### config.mk
export PLATFORM = sky130hd
export DESIGN_NAME = hbus_mux_if
export DESIGN_NICKNAME = d
export VERILOG_FILES = /design/src/rtl/hbus_pkg.sv /design/src/rtl/hbus_sync.sv /design/src/rtl/hbus_edge.sv /design/src/rtl/hbus_addr_latch.sv /design/src/rtl/hbus_rd_path.sv /design/src/rtl/hbus_wr_path.sv /design/src/rtl/hbus_mux_if.sv
export SDC_FILE = /design/constraint.sdc
export NUM_CORES = 1
export LEC_CHECK = 0
export BUFFER_PORTS_ARGS = -buffer_cell sky130_fd_sc_hd__clkbuf_2
export CORE_MARGIN = 1
export CORE_UTILIZATION = 55
export CTS_BUF_LIST = sky130_fd_sc_hd__clkbuf_8
export DETAILED_ROUTE_END_ITERATION = 7
export PLACE_DENSITY = 0.86
export SYNTH_ARGS = -nofsm -noshare
export SYNTH_HDL_FRONTEND = slang
export SYNTH_SLANG_ARGS = --single-unit
### constraint.sdc
create_clock -name clk -period 4.2 [get_ports clk]
set_clock_uncertainty 0.15 [all_clocks]
set_input_delay 0 -clock clk [delete_from_list [all_inputs] [get_ports clk]]
set_output_delay 0 -clock clk [all_outputs]
set_load 0.02 [all_outputs]
### src/rtl/hbus_pkg.sv
package hbus_pkg;
  localparam int DATA_W    = 8;
  localparam int IDX_W     = 3;
  localparam int CHAN_BIT  = 3;
  localparam int NUM_CHAN  = 2;
  localparam int SYNC_DEPTH = 2;

  function automatic logic [IDX_W-1:0] addr_to_idx(input logic [DATA_W-1:0] a);
    return a[IDX_W-1:0];
  endfunction

  function automatic logic addr_to_chan(input logic [DATA_W-1:0] a);
    return a[CHAN_BIT];
  endfunction

  function automatic logic [NUM_CHAN-1:0] chan_onehot(input logic c);
    logic [NUM_CHAN-1:0] r;
    r = '0;
    r[c] = 1'b1;
    return r;
  endfunction
endpackage

### src/rtl/hbus_sync.sv
module hbus_sync #(
  parameter int W      = 1,
  parameter int STAGES = 2,
  parameter logic [W-1:0] RST_VAL = '0
) (
  input  logic         clk,
  input  logic         rst_n,
  input  logic [W-1:0] d,
  output logic [W-1:0] q
);
  logic [W-1:0] chain [STAGES];

  genvar g;
  generate
    for (g = 0; g < STAGES; g++) begin : g_stage
      always_ff @(posedge clk or negedge rst_n) begin
        if (!rst_n) chain[g] <= RST_VAL;
        else if (g == 0) chain[g] <= d;
        else chain[g] <= chain[(g == 0) ? 0 : g-1];
      end
    end
  endgenerate

  assign q = chain[STAGES-1];
endmodule

### src/rtl/hbus_edge.sv
module hbus_edge (
  input  logic clk,
  input  logic rst_n,
  input  logic lvl,
  output logic rise,
  output logic fall
);
  logic prev;

  always_ff @(posedge clk or negedge rst_n) begin
    if (!rst_n) prev <= 1'b1;
    else prev <= lvl;
  end

  assign rise = lvl & ~prev;
  assign fall = ~lvl & prev;
endmodule

### src/rtl/hbus_addr_latch.sv
module hbus_addr_latch
  import hbus_pkg::*;
(
  input  logic              clk,
  input  logic              rst_n,
  input  logic              addr_phase,
  input  logic [DATA_W-1:0] bus_s,
  output logic [IDX_W-1:0]  reg_idx,
  output logic              chan_sel
);
  always_ff @(posedge clk or negedge rst_n) begin
    if (!rst_n) begin
      reg_idx  <= '0;
      chan_sel <= 1'b0;
    end else if (addr_phase) begin
      reg_idx  <= addr_to_idx(bus_s);
      chan_sel <= addr_to_chan(bus_s);
    end
  end
endmodule

### src/rtl/hbus_rd_path.sv
module hbus_rd_path
  import hbus_pkg::*;
(
  input  logic              clk,
  input  logic              rst_n,
  input  logic              data_phase,
  input  logic              rd_start,
  input  logic              rd_idle,
  input  logic              chan_sel,
  input  logic [DATA_W-1:0] byte_a,
  input  logic [DATA_W-1:0] byte_b,
  output logic [DATA_W-1:0] bus_out,
  output logic              bus_oe
);
  always_ff @(posedge clk or negedge rst_n) begin
    if (!rst_n) begin
      bus_oe  <= 1'b0;
      bus_out <= '0;
    end else if (!data_phase || rd_idle) begin
      bus_oe <= 1'b0;
    end else if (rd_start) begin
      bus_oe  <= 1'b1;
      bus_out <= chan_sel ? byte_b : byte_a;
    end
  end
endmodule

### src/rtl/hbus_wr_path.sv
module hbus_wr_path
  import hbus_pkg::*;
(
  input  logic                clk,
  input  logic                rst_n,
  input  logic                data_phase,
  input  logic                wr_commit,
  input  logic                chan_sel,
  input  logic [DATA_W-1:0]   bus_s,
  output logic [NUM_CHAN-1:0] wr_pulse,
  output logic [DATA_W-1:0]   wr_data
);
  logic fire;
  assign fire = wr_commit & data_phase;

  always_ff @(posedge clk or negedge rst_n) begin
    if (!rst_n) begin
      wr_pulse <= '0;
      wr_data  <= '0;
    end else begin
      wr_pulse <= fire ? chan_onehot(chan_sel) : '0;
      if (fire) wr_data <= bus_s;
    end
  end
endmodule

### src/rtl/hbus_mux_if.sv
module hbus_mux_if
  import hbus_pkg::*;
(
  input  logic              clk,
  input  logic              rst_n,
  input  logic [DATA_W-1:0] bus_in,
  input  logic              latch_n,
  input  logic              rd_n,
  input  logic              wr_n,
  input  logic [DATA_W-1:0] chan_a_rdata,
  input  logic [DATA_W-1:0] chan_b_rdata,
  output logic [DATA_W-1:0] bus_out,
  output logic              bus_oe,
  output logic [IDX_W-1:0]  reg_idx,
  output logic              chan_sel,
  output logic [DATA_W-1:0] wr_data,
  output logic              wr_pulse_a,
  output logic              wr_pulse_b
);
  localparam int STROBES = 3;

  logic [STROBES-1:0] strobe_s;
  logic [DATA_W-1:0]  bus_s;
  logic latch_sync, rd_sync, wr_sync;
  logic rd_rise, rd_fall, wr_rise, wr_fall;
  logic [NUM_CHAN-1:0] pulses;

  hbus_sync #(.W(STROBES), .STAGES(SYNC_DEPTH), .RST_VAL({STROBES{1'b1}})) strobe_sync_i (
    .clk(clk), .rst_n(rst_n), .d({latch_n, rd_n, wr_n}), .q(strobe_s));

  hbus_sync #(.W(DATA_W), .STAGES(SYNC_DEPTH), .RST_VAL('0)) bus_sync_i (
    .clk(clk), .rst_n(rst_n), .d(bus_in), .q(bus_s));

  assign latch_sync = strobe_s[2];
  assign rd_sync    = strobe_s[1];
  assign wr_sync    = strobe_s[0];

  hbus_edge rd_edge_i (.clk(clk), .rst_n(rst_n), .lvl(rd_sync), .rise(rd_rise), .fall(rd_fall));
  hbus_edge wr_edge_i (.clk(clk), .rst_n(rst_n), .lvl(wr_sync), .rise(wr_rise), .fall(wr_fall));

  hbus_addr_latch addr_i (
    .clk(clk), .rst_n(rst_n), .addr_phase(~latch_sync), .bus_s(bus_s),
    .reg_idx(reg_idx), .chan_sel(chan_sel));

  hbus_rd_path rd_i (
    .clk(clk), .rst_n(rst_n), .data_phase(latch_sync), .rd_start(rd_fall),
    .rd_idle(rd_sync), .chan_sel(chan_sel), .byte_a(chan_a_rdata),
    .byte_b(chan_b_rdata), .bus_out(bus_out), .bus_oe(bus_oe));

  hbus_wr_path wr_i (
    .clk(clk), .rst_n(rst_n), .data_phase(latch_sync), .wr_commit(wr_rise),
    .chan_sel(chan_sel), .bus_s(bus_s), .wr_pulse(pulses), .wr_data(wr_data));

  assign wr_pulse_a = pulses[0];
  assign wr_pulse_b = pulses[1];

  logic unused_ok;
  assign unused_ok = rd_rise ^ wr_fall;
endmodule

== After elaboration in Yosys (flattened, before gate mapping) ==
Cells that the tools add are included.

* Muxes and demuxes: 6
* Bitwise operators: 6
* $lt $le $gt $ge: 2
* Reduce and logical (&&, ||, !) cells: 5

{| class="wikitable"
|+ Operators with widths
! operator !! count
|-
| two-way mux 8 bit || 1
|-
| AND 1 bit || 3
|-
| two-way mux 1 bit || 3
|-
| inverter 1 bit || 3
|-
| < comparator 1 x 2 -> 1 bit (second input constant) || 1
|-
| two-way mux 2 bit || 1
|-
| AND reduction 2 bit || 1
|-
| nonzero test 2 bit || 1
|-
| demux 1 bit (select 1 bit) || 1
|-
| greater-or-equal comparator 1 bit (second input constant) || 1
|-
| logical AND 1 bit || 1
|-
| zero test 1 bit || 1
|-
| logical OR 1 bit || 1
|}

* Logic and storage cells: 31
* Input port bits: 29
* Output and inout bits: 23
* Register bits after elaboration: 47

== Logic depth before layout (Yosys ltp) ==
* Depth after elaboration: 5
* Mapped depth: 4

== Hierarchy ==
From an unflattened synthesis, not the netlist that was laid out.

* Cell total of the unflattened synthesis: 99
* Area total of the unflattened synthesis: 1739.2 sq um

{| class="wikitable"
|+ Modules (own cells, without submodules)
! module !! times used !! cells an instance !! area each (sq um) !! sequential area each (sq um)
|-
| hbus_rd_path || 1 || 30 || 504.2 || 225.2
|-
| hbus_sync (bus_sync_i) || 1 || 24 || 460.4 || 400.4
|-
| hbus_wr_path || 1 || 21 || 362.8 || 250.2
|-
| hbus_sync (strobe_sync_i) || 1 || 9 || 180.2 || 157.7
|-
| hbus_addr_latch || 1 || 8 || 145.1 || 100.1
|-
| hbus_edge || 2 || 3 || 41.3 || 26.3
|-
| hbus_mux_if || 1 || 1 || 3.8 || 0.0
|}

== Least setup slack after synthesis ==
Ideal clock, no wire load.

* Kind: flip-flop to flip-flop
* From: reg strobe_sync_i.chain, in the netlist strobe_sync_i.q[2]
* To: reg rd_i.bus_out[0]
* Cell stages (with the launch flop): 5
* Required time: 3925 ps
* Path buffers: 2
* Setup time: 125 ps
* Slack: 2718 ps
* Arrival time: 1207 ps
* Cells stage by stage: dfstp_2 buf_6 and3b_1 buf_6 mux2_4

* Longest elaborated chain between the ends: 4

{| class="wikitable"
|+ RTL lines
! what !! line !! text
|-
| from (decl) || hbus_sync.sv:11 || <nowiki>logic [W-1:0] chain [STAGES];</nowiki>
|-
| from (signal, indexed assignment) || hbus_sync.sv:19 || <nowiki>else chain[g] <= chain[(g == 0) ? 0 : g-1];</nowiki>
|-
| zero test 1 bit || hbus_rd_path.sv:19 || <nowiki>end else if (!data_phase || rd_idle) begin</nowiki>
|-
| logical OR 1 bit || hbus_rd_path.sv:19 ||
|-
| inverter 1 bit (no source line) || -- ||
|-
| AND reduction 2 bit (no source line) || -- ||
|-
| to (signal assigned) || hbus_rd_path.sv:23 || <nowiki>bus_out <= chan_sel ? byte_b : byte_a;</nowiki>
|-
| to (decl) || hbus_rd_path.sv:12 || <nowiki>output logic [DATA_W-1:0] bus_out,</nowiki>
|}

No other way between the ends.
A chain may end at the register's enable or synchronous reset.

== Worst setup path in the final report ==
* From: reg addr_i.chan_sel
* To: reg rd_i.bus_out[7]

* Longest elaborated chain between the ends: 1

{| class="wikitable"
|+ RTL lines
! what !! line !! text
|-
| from (decl) || hbus_addr_latch.sv:9 || <nowiki>output logic chan_sel</nowiki>
|-
| from (signal assigned) || hbus_addr_latch.sv:17 || <nowiki>chan_sel <= addr_to_chan(bus_s);</nowiki>
|-
| two-way mux 8 bit || hbus_rd_path.sv:23 ||
|}

No other way between the ends.

==> impl_metrics.toml <==
[global_routing]
grt_overflow = 0
grt_pass1_vias = 1050
grt_start_max_net_pins = 48
antenna_found_initial = 0
grtUsageTotal = 0.2146
grt_pass1_wl_um = 4871

[final_layout]
final_layout_size_suffix_gt1_frac = 0.5207
layout_commonest_cell = "clkbuf_2"
antennaDiodeCount = 0
design_area_sq_um = 2237
fin_nets = 197
area_delta_synth_final_pct = 38.82
layout_common_cells = "clkbuf_2, dfrtp_1, dlygate4sd3_1, mux2_2"

[yosys]
syn_nets = 115
synth.largest_area_cell = "dfrtp_1"
ys_ff_latch = 47
synth_cell_types = 12
yosysSeqAreaShare = 0.7360
synth_area_leaders = "dfrtp_1, dfstp_2, mux2_2, mux2_4, mux2_1"
synth_top_area_frac = 0.6056
synthesis.area_sq_um = 1612
syn_area_per_cell_sq_um = 18.74
ys_warn_count = 0
syn_inst = 86

[drt]
drtAntennaViolNets = 0
wl_per_cell_um = 14.86
post_drt_via_cell_ratio = 4.725
drt_first_iter_violations = 27
drt_first_pass_iters = 4
drc = 0
num_vias = 945
routed_wl_um = 2972

[die]
placementRows = 19
core_sq_um = 2758
io_pins = 52
die_w_um = 56.13
dieArea_sq_um = 3151
initial_core_util = 0.5844
die_h_um = 56.13

[setup_path]
cp_max_fo = 12
r2r_start = "addr_i.chan_sel"
crit_required_ns = 4.23
path_class = "reg2reg"
worstSetupStartpoint = "addr_i.chan_sel"
cp.arrival_ns = 2.14
critPathCaptureType = "register"
critPathLaunchType = "register"

[power_and_ir_drop]
p_leak_nw = 1.080
p_per_area_nw_per_um2 = 447.7
ir_worst_vdd_mv = 0.5685

[sta]
worst_slew_pin_slew_ns = 1.089
hold_slack_ns = 0.1808
slew_headroom = 0.2743
rsz0062_at_grt = "no"
final_max_slew_viol_count = 0
fin_crit_ns = 2.104
finalSetupTns_ns = 0
setup_viol = 0
finalHoldViolCount = 0
finalCritPeriodShare = 0.5010
setup_slack_ns = 2.096
max_freq_ghz = 0.4752

[clocking]
htreeDepth = 2
cts_hold_buf = 28
clk_path_buf_depth = 2
clk_pin_slew_ns = 0.09
numClockSinks = 47
clk-insertion-delay-late_ns = 0.30
cts-resized-gates = 0
cts-root-buf = "clkbuf_8"
tritoncts = "done"
postCtsSetupBuffers = 0
cts_buffers = 5

[placed_design]
dp_hpwl_um = 1650
place_area_sq_um = 1864
pre_cts_slack_ns = 2.498
gp_congestion = 0.6752
io_buffers = 51

[min_path]
hold_path_class = "in2reg"
hp-start = "bus_in[1]"

[run]
cap_violations = 0

[run_status]
status = "complete, no violations"
[state kept, by name (all words and copies together), names as in the netlist, 2 cells and up]
signal	count
wr_i.wr_pulse	2
bus_sync_i.chain	8
wr_i.wr_data	8
strobe_sync_i.q	3
rd_i.bus_out	8
bus_sync_i.q	8
strobe_sync_i.chain	3
addr_i.reg_idx	3
[final cells by class]
cell class | count | area, sq um
Fill cell | 156 | 520.5
Inverter | 1 | 3.754
Multi-Input combinational cell | 34 | 380.4
Timing Repair Buffer | 79 | 535.5
Tap cell | 31 | 38.79
Clock buffer | 5 | 68.82
Clock inverter | 3 | 23.77
Sequential cell | 47 | 1186
[synthesized netlist by cell type]
cell type and count:
and3b_1 1, buf_4 1, buf_6 3, dfrtp_1 39
dfstp_2 8, inv_1 1, mux2_1 7, mux2_2 13
mux2_4 8, nand3b_1 1, nor2_1 3, nor3b_1 1
[metal layers]
| metal | GRT usage | wire length (um) | vias to the layer above |
|---|---|---|---|
| met5 | 0 | 0 | - |
| met4 | 0.06272 | 17 | 0 |
| met3 | 0.06512 | 167 | 2 |
| met2 | 0.3741 | 1568 | 42 |
| met1 | 0.2579 | 1219 | 450 |
| li1 | - | - | 451 |
[cell families (layout without fill, tap and decap cells)]
family | count (synthesis) | after routing | synth area share
flops | 47 | 47 | 0.7360
mux | 28 | 28 | 0.2143
buf+inv | 5 | 88 | 0.02795
simple gates | 6 | 6 | 0.02174
[worst max-delay path: stages (launching register included)]
cell and delay [ns]:
dfrtp_1 0.62, mux2_2 0.39, dlygate4sd3_1 0.57, mux2_4 0.26
[per-stage QoR]
step,utilization,cells,power (mW)
2_1_floorplan,-,86,0.6441
3_3_place_gp,0.6760,164,0.7037
3_5_place_dp,0.6760,164,0.7110
4_1_cts,0.8113,200,1.004
5_1_grt,0.8113,200,1.044
6_report,0.8113,200,1.002
[where the power goes]
part | internal, mW | leakage [nW] | total [mW] | switching [mW]
Combinational | 0.101 | 0.491 | 0.195 | 0.0946
Sequential | 0.505 | 0.547 | 0.534 | 0.0298
Clock | 0.119 | 0.0408 | 0.272 | 0.153
[final timing paths]
| kind | slack [ns] | to | depth (start not counted) |
|---|---|---|---|
| max | 2.10 | rd_i.bus_out[7] | 3 |
| min | 0.18 | bus_sync_i.chain[9] | 2 |
| max reg2reg | 2.10 | rd_i.bus_out[7] | 3 |
| min reg2reg | 0.21 | bus_sync_i.q[1] | 0 |
| max in group asynchronous | 2.96 | bus_sync_i.chain[10] | 2 |
| min in group asynchronous | 0.28 | wr_i.wr_data[0] | 2 |
No activity file was read; power rests on OpenSTA's default activity.
